===== config.mk =====
export PLATFORM = sky130hd
export DESIGN_NAME = rxq_top
export DESIGN_NICKNAME = d
export VERILOG_FILES = /design/src/rtl/rxq_pkg.sv /design/src/rtl/rxq_store.sv /design/src/rtl/rxq_idle_timer.sv /design/src/rtl/rxq_top.sv
export SDC_FILE = /design/constraint.sdc
export NUM_CORES = 1
export LEC_CHECK = 0
export BUFFER_PORTS_ARGS = -buffer_cell sky130_fd_sc_hd__buf_2
export CORE_MARGIN = 3
export CORE_UTILIZATION = 34
export CTS_CLUSTER_DIAMETER = 120
export DETAILED_ROUTE_END_ITERATION = 10
export PLACE_DENSITY = 0.6
export SETUP_SLACK_MARGIN = 0.02
export SLEW_MARGIN = 40
export SYNTH_ARGS = -nofsm -noshare
export SYNTH_HDL_FRONTEND = slang
export SYNTH_SLANG_ARGS = --single-unit

===== constraint.sdc =====
create_clock -name clk -period 2.84 [get_ports clk]
set_input_delay 0.426 -clock clk [delete_from_list [all_inputs] [get_ports clk]]
set_output_delay 0.426 -clock clk [all_outputs]
set_load 0.01 [all_outputs]

===== src/rtl/rxq_pkg.sv =====
package rxq_pkg;

  // Trigger threshold: code 0 means one byte, code k means 2k bytes.
  function automatic logic [4:0] trig_threshold(input logic [2:0] sel);
    if (sel == 3'd0) return 5'd1;
    return {1'b0, sel, 1'b0};
  endfunction

  // Idle limit: four frames of start + (5+wl) data + parity + stop bits.
  function automatic logic [5:0] idle_limit(input logic [1:0] wl);
    logic [5:0] frame_bits;
    frame_bits = 6'd8 + {4'b0000, wl};
    return frame_bits << 2;
  endfunction

endpackage


===== src/rtl/rxq_store.sv =====
module rxq_store #(
  parameter int DEPTH = 16,
  parameter int W     = 8,
  localparam int AW   = $clog2(DEPTH),
  localparam int LW   = $clog2(DEPTH + 1)
) (
  input  logic          clk,
  input  logic          rst_n,
  input  logic          clr,
  input  logic          wr_en,
  input  logic [W-1:0]  wr_data,
  input  logic          rd_en,
  output logic [W-1:0]  rd_data,
  output logic [LW-1:0] count
);
  logic [W-1:0]  mem [DEPTH];
  logic [AW-1:0] wr_ptr, rd_ptr;

  function automatic logic [AW-1:0] bump(input logic [AW-1:0] p);
    return (p == AW'(DEPTH - 1)) ? '0 : p + 1'b1;
  endfunction

  always_ff @(posedge clk) begin
    if (wr_en) mem[wr_ptr] <= wr_data;
  end

  always_ff @(posedge clk or negedge rst_n) begin
    if (!rst_n) begin
      wr_ptr  <= '0;
      rd_ptr  <= '0;
      count   <= '0;
      rd_data <= '0;
    end else if (clr) begin
      wr_ptr <= '0;
      rd_ptr <= '0;
      count  <= '0;
    end else begin
      if (wr_en) wr_ptr <= bump(wr_ptr);
      if (rd_en) begin
        rd_ptr  <= bump(rd_ptr);
        rd_data <= mem[rd_ptr];
      end
      count <= count + LW'(wr_en) - LW'(rd_en);
    end
  end
endmodule


===== src/rtl/rxq_idle_timer.sv =====
module rxq_idle_timer #(
  parameter int CW = 6
) (
  input  logic          clk,
  input  logic          rst_n,
  input  logic          restart,
  input  logic          has_data,
  input  logic          tick,
  input  logic [CW-1:0] limit,
  output logic          expired
);
  logic [CW-1:0] idle_cnt;

  always_ff @(posedge clk or negedge rst_n) begin
    if (!rst_n)                        idle_cnt <= '0;
    else if (restart || !has_data)     idle_cnt <= '0;
    else if (tick && idle_cnt < limit) idle_cnt <= idle_cnt + 1'b1;
  end

  assign expired = has_data && (idle_cnt >= limit);
endmodule


===== src/rtl/rxq_top.sv =====
module rxq_top
  import rxq_pkg::*;
#(
  parameter int DEPTH = 16,
  parameter int W     = 8,
  localparam int LW   = $clog2(DEPTH + 1)
) (
  input  logic          clk,
  input  logic          rst_n,
  input  logic          fifo_en,
  input  logic          flush_req,
  input  logic [2:0]    trig_sel,
  input  logic [1:0]    word_len,
  input  logic          bit_tick,
  input  logic          push,
  input  logic [W-1:0]  push_data,
  input  logic          pop,
  output logic [W-1:0]  rd_data,
  output logic [LW-1:0] level,
  output logic          empty,
  output logic          full,
  output logic          trig_hit,
  output logic          timeout,
  output logic          overrun
);
  // Named internal events
  logic hold_clr, push_ok, pop_ok, push_drop, access;

  assign hold_clr  = !fifo_en || flush_req;
  assign empty     = (level == '0);
  assign full      = (level == LW'(DEPTH));
  assign pop_ok    = pop && !hold_clr && !empty;
  assign push_ok   = push && !hold_clr && (!full || pop_ok);
  assign push_drop = push && !hold_clr && full && !pop_ok;
  assign access    = push || pop || hold_clr;

  rxq_store #(.DEPTH(DEPTH), .W(W)) u_store (
    .clk(clk), .rst_n(rst_n), .clr(hold_clr),
    .wr_en(push_ok), .wr_data(push_data),
    .rd_en(pop_ok), .rd_data(rd_data), .count(level)
  );

  rxq_idle_timer #(.CW(6)) u_timer (
    .clk(clk), .rst_n(rst_n), .restart(access), .has_data(!empty),
    .tick(bit_tick), .limit(idle_limit(word_len)), .expired(timeout)
  );

  assign trig_hit = int'(level) >= int'(trig_threshold(trig_sel));

  always_ff @(posedge clk or negedge rst_n) begin
    if (!rst_n) overrun <= 1'b0;
    else        overrun <= push_drop;
  end
endmodule


# Word level (Yosys, flattened, before mapping)
# Memories as Yosys holds them, arrays and structs flattened. A register that Yosys moved wholly into a read port is not among the register bits.
# Index checks and enable logic that the tools add are counted.
# Widths: inputs -> output; s select.
[totals]
regBits = 20
latchBits = 0
ram_bits = 128
mem_bits_ro = 0
in_bits = 20
out_inout_bits = 18
wordCells = 58
mem_count = 1
[op_classes]
n_addsub = 6
n_mul = 0
n_div = 0
magnitude_cmp = 3
eq_ne = 3
n_shift = 0
muxes = 14
bitwise = 1
reduce_logical = 25
[mem_list]
columns = ["name", "words", "word_bits", "read_ports", "rd_ports_with_merged_regs", "wr", "line", "rtl"]
rows = [
  ["u_store.mem", 16, 8, 1, 1, 1, "rxq_store.sv:16", "logic [W-1:0] mem [DEPTH];"],
]
[op_table]
columns = ["cell", "count"]
rows = [
  ["$mux 4", 6],
  ["$mux 5", 3],
  ["$mux 6", 2],
  ["$add 4x1->4 const B", 2],
  ["$eq 4x4->1 const B", 2],
  ["$logic_and 1x1->1", 8],
  ["$add 6x1->6 const B", 1],
  ["$ge 6x6->1", 1],
  ["$logic_not 1->1", 6],
  ["$lt 6x6->1", 1],
  ["$reduce_bool 2->1", 3],
  ["$add 5x1->5", 1],
  ["$eq 5x5->1 const B", 1],
  ["$ge 5x5->1", 1],
  ["$logic_not 5->1", 1],
  ["$logic_or 1x1->1", 5],
  ["$sub 5x1->5", 1],
  ["$add 4x2->4 const A", 1],
  ["$logic_not 3->1", 1],
  ["$mux 1", 3],
  ["$reduce_and 2->1", 1],
  ["$not 1->1", 1],
]

# Longest topological paths before layout
[logic_depth]
word_depth = 10
ltp_mapped = 14
ltp_nobuf = 13

# By module
# A second synthesis with hierarchy kept.
[hier_totals]
cells_unflattened = 419
area_unflattened_um2 = 6845.3
[modules_own_cells]
columns = ["module", "n_inst", "cells_per_inst", "area_per_inst_um2", "seq_area_each_um2"]
rows = [
  ["rxq_store", 1, 330, 6099.6, 4369.2],
  ["rxq_idle_timer", 1, 59, 524.3, 150.1],
  ["rxq_top", 1, 30, 221.5, 25.0],
]

# Least setup slack after synthesis
# Ideal clock, no wire load.
[synth_path]
kind = "flip-flop to flip-flop"
startpoint = "register u_store.count[2]"
endpoint = "register u_store.count[4]"
arrival_time_ps = 2496
t_required_ps = 2710
path_slack_ps = 214
path_stages_with_launch = 15
path_cell_list = "dfrtp_1 -> inv_1 -> ha_1 -> nor4b_4 -> nor2_1 -> buf_2 -> nand2_1 -> nand2_1 -> ha_1 -> inv_1 -> fa_1 -> nand2b_1 -> a21oi_1 -> o21ai_0 -> nor3b_1"
[synth_between]
elab_chain_cells = 8
word_cells_on_any_way = 10
[synth_rtl]
columns = ["element", "line", "rtl"]
rows = [
  ["from (decl)", "rxq_store.sv:14", "output logic [LW-1:0] count"],
  ["from (signal assigned)", "rxq_store.sv:43", "count <= count + LW'(wr_en) - LW'(rd_en);"],
  ["$logic_not 5->1 *", "rxq_top.sv:30", "assign empty = (level == '0);"],
  ["named net empty", "rxq_top.sv:20", "output logic empty,"],
  ["$logic_not 1->1 *", "rxq_top.sv:32", "assign pop_ok = pop && !hold_clr && !empty;"],
  ["$logic_and 1x1->1 *", "rxq_top.sv:32", ""],
  ["$logic_or 1x1->1", "rxq_top.sv:33", "assign push_ok = push && !hold_clr && (!full || pop_ok);"],
  ["$logic_and 1x1->1", "rxq_top.sv:33", ""],
  ["$add 5x1->5", "rxq_store.sv:43", ""],
  ["$sub 5x1->5 *", "rxq_store.sv:43", ""],
  ["$mux 5 *", "rxq_store.sv:33", "end else if (clr) begin"],
]
# The timed path passes the listed nets; every way through them passes the cells marked *.
# A chain may end at the register's enable or synchronous reset.

# Worst setup path in the final report
[layout_path]
startpoint = "register u_store.count[0]"
endpoint = "output trig_hit"
[layout_between]
elab_chain_cells = 1
[layout_rtl]
columns = ["element", "line", "rtl"]
rows = [
  ["$ge 5x5->1", "rxq_top.sv:48", "assign trig_hit = int'(level) >= int'(trig_threshold(trig_sel));"],
  ["to (decl)", "rxq_top.sv:22", "output logic trig_hit,"],
]
# Every way passes these cells.

==> impl_results.md <==
* Run status: finished, final reports clean
* Clock buffer count from CTS at 17
* Post-Synthesis Cells at 430
* First drt pass iteration count at 5
* Area Overhead vs Synth at 17.0%
* Synth Register Bits at 156
* Synth Area in Adders at 3.69%
* Ys Warns at 0
* CTS tree: built
* Number of nets with antenna violations after routing at 0
* Syn avg cell area at 15.4 um2
* CP endpoint kind: primary output
* DR DRC count at 0
* Crit-path slowest cell: dfrtp_1
* GR Overflow Total at 0
* Post-CTS setup buffer count at 0
* Die area at 0.0212 mm2
* Yosys top cell area share at 57.9%
* Height of the die at 146 um
* Syn nets at 469
* I/O pins at 38
* Min Hold Slack at 0.0454 ns
* Commonest cells post-synth: edfxtp_1, mux2i_1, dfrtp_1
* Starting Density at 35.0%
* Seq/Total Area, Yosys at 68.5%
* Fin worst setup slack at 0.277 ns
* First-pass GRT wire length at 21600 um
* Post-cts sizing count at 0
* Final HPWL DP at 9040 um
* Hold-fix buffers, CTS at 0
* Synth Area in XOR/XNOR at 0.396%
* Iter 0 DRT Violations at 305
* Fin. max-slew vios at 0
* IO buf count at 37
* Syn Std Cell Area at 0.00664 mm2
* Synth area leader: edfxtp_1
* Slowest stage delay, CP at 0.45 ns
* Req. time, crit path at 2.41 ns
* Largest family of logic cells by synthesized area: multiplexers
* RSZ-0062 raised after global routing: false
* Initial antenna violation count at 2
* Worst slew pin tran at 0.685 ns
* Post-synth cell types at 48
* Fin. Hold Viols at 0
* Vias in the first global route at 3826
* Synth Area in Simple Gates at 7.99%
* Final Cell Area at 0.00777 mm2
* Synth top area cells: edfxtp_1, dfrtp_1, mux4_2
* Post-synthesis mux area share at 10.6%
* Routed wire per std cell at 18.2 um
* Routability cong. at 0.825
* Clock tree buffer depth at 2
* Endpoints failing setup at 0
* Post-synth EDFFs at 128
* Clk Tree Root Cell: clkbuf_16
* Clk sinks at 156
* Top-count cell post-synth: edfxtp_1
* Power Density at 659 mW/mm2
* Max-cap check violation count at 0
* Vias at 3744
* Setup CP Type: register to primary output
* Worst Path Max Fanout at 5
* Core Box Area at 0.0190 mm2
* Min Tclk post-route at 2.56 ns
* CP dominant cell by count: a21o_1
* N_diodes at 0
* CP Launch Type: register
* Detailed Route WL at 13600 um
* Worst rel slew slack at 53.9%
* Worst Hold Class: primary input to async pin
* Fmax at 0.390 GHz
* GRT Total Usage at 13.3%
* Post-synthesis compound-gate area fraction at 5.94%
* Fin nets at 515
* Ys async rst share at 17.9%
* Worst path cell trace: inv_1 > ha_1 > nand2b_1 > a21o_1 > a21o_1 > a211o_1 > buf_2
* Placed Area at 0.00717 mm2
* H-tree depth at 4
* Worst-path clk slew at 0.06 ns
* Finished Core Util at 41.0%
* Worst Skew at 0.00806 ns
* CP Data Arrival Time at 2.14 ns
* Clock insertion delay at the later pin of the skew report at 0.42 ns
* Post-Place Setup Slack at 0.326 ns
* Die X at 146 um
* Share of layout cells above drive strength 1 at 22.5%
* Pleak at 2.70 nW
* Num rows at 50
* Largest net degree at the start of global routing at 29
* Setup TNS at 0 ns
* Number of vias per cell at 5.00
* Final period util at 90.3%
* VDD IR max at 0.569 mV
* Top_reg_cell synth: edfxtp_1
[worst paths after layout]
path	startpoint	to	slack (ns)	cells past startpoint
hold reg to reg	u_store.rd_data[0]$_DFFE_PN0P_	u_store.rd_data[0]$_DFFE_PN0P_	0.55	2
setup reg to reg	u_store.count[2]$_DFF_PN0_	u_store.count[4]$_DFF_PN0_	0.32	13
min in group clk	pop	overrun$_DFF_PN0_	0.21	2
hold / removal	rst_n	u_store.wr_ptr[3]$_DFFE_PN0P_	0.05	1
setup / recovery	u_store.count[0]$_DFF_PN0_	trig_hit	0.28	7
max in group asynchronous	rst_n	u_store.rd_ptr[1]$_DFFE_PN0P_	2.33	1
[stage by stage]
step           cells  power, W
2_1_floorplan    430   0.00276
3_3_place_gp     717   0.00292
3_5_place_dp     717   0.00294
4_1_cts          749   0.00517
5_1_grt          749   0.00531
6_report         749   0.00512
[routing by layer]
layer | track usage, % | vias to the layer above | share of wire (%)
met5 | 0 | - | 0.15
met1 | 18.0 | 1885 | 47
met2 | 21.0 | 90 | 47
met3 | 4.24 | 14 | 5.4
li1 | - | 1751 | -
met4 | 3.13 | 4 | 0.73
[layout make-up]
type,instances,area [um2]
sequential,156,4550
timing repair buffer,49,300
tap,260,325
inverter,21,78.8
multi-input combinational,231,1930
fill,1760,11200
clock inverter,15,164
clock buffer,17,425
[sequential cells by signal, indices dropped and copies added, names as in the netlist]
register,count
overrun,1
u_store.count,5
u_store.rd_data,8
u_store.mem,128
u_store.rd_ptr,4
u_timer.idle_cnt,6
u_store.wr_ptr,4
[cell usage in the layout, fill, tap and decap left out, types with 11 or more instances in the layout]
cell / count
edfxtp_1: 128
buf_2: 37
mux2i_1: 33
dfrtp_1: 27
nor2_1: 25
nand2_1: 20
inv_1: 19
ha_1: 18
o22ai_1: 17
clkbuf_16: 17
mux4_2: 16
a31oi_1: 11
[power by group]
group | internal, W | switching (W) | total, W
clock | 0.00131 | 0.000930 | 0.00224
sequential | 0.00254 | 0.0000514 | 0.00259
combinational | 0.000119 | 0.000174 | 0.000293
total | 0.00397 | 0.00116 | 0.00512
[worst max-delay path, delay by kind of cell, from the launching register on]
kind                     cells  cell delay, ns
AND/OR/NAND/NOR              1            0.14
adder cells (fa/ha/maj)      1            0.29
AO/OA/AOI/OAI                3            0.62
flip-flops                   1            0.45
buffers and inverters        2            0.24
[logic make-up (layout without fill, tap and decap cells)]
logic type | Yosys count | count (layout)
compound gates | 62 | 62
xor+xnor | 3 | 3
fa+ha+maj | 19 | 19
buf+inv | 43 | 102
flops | 156 | 156
mux | 50 | 50
simple gates | 97 | 97
Note: power is estimated with default switching activity, not from simulation.
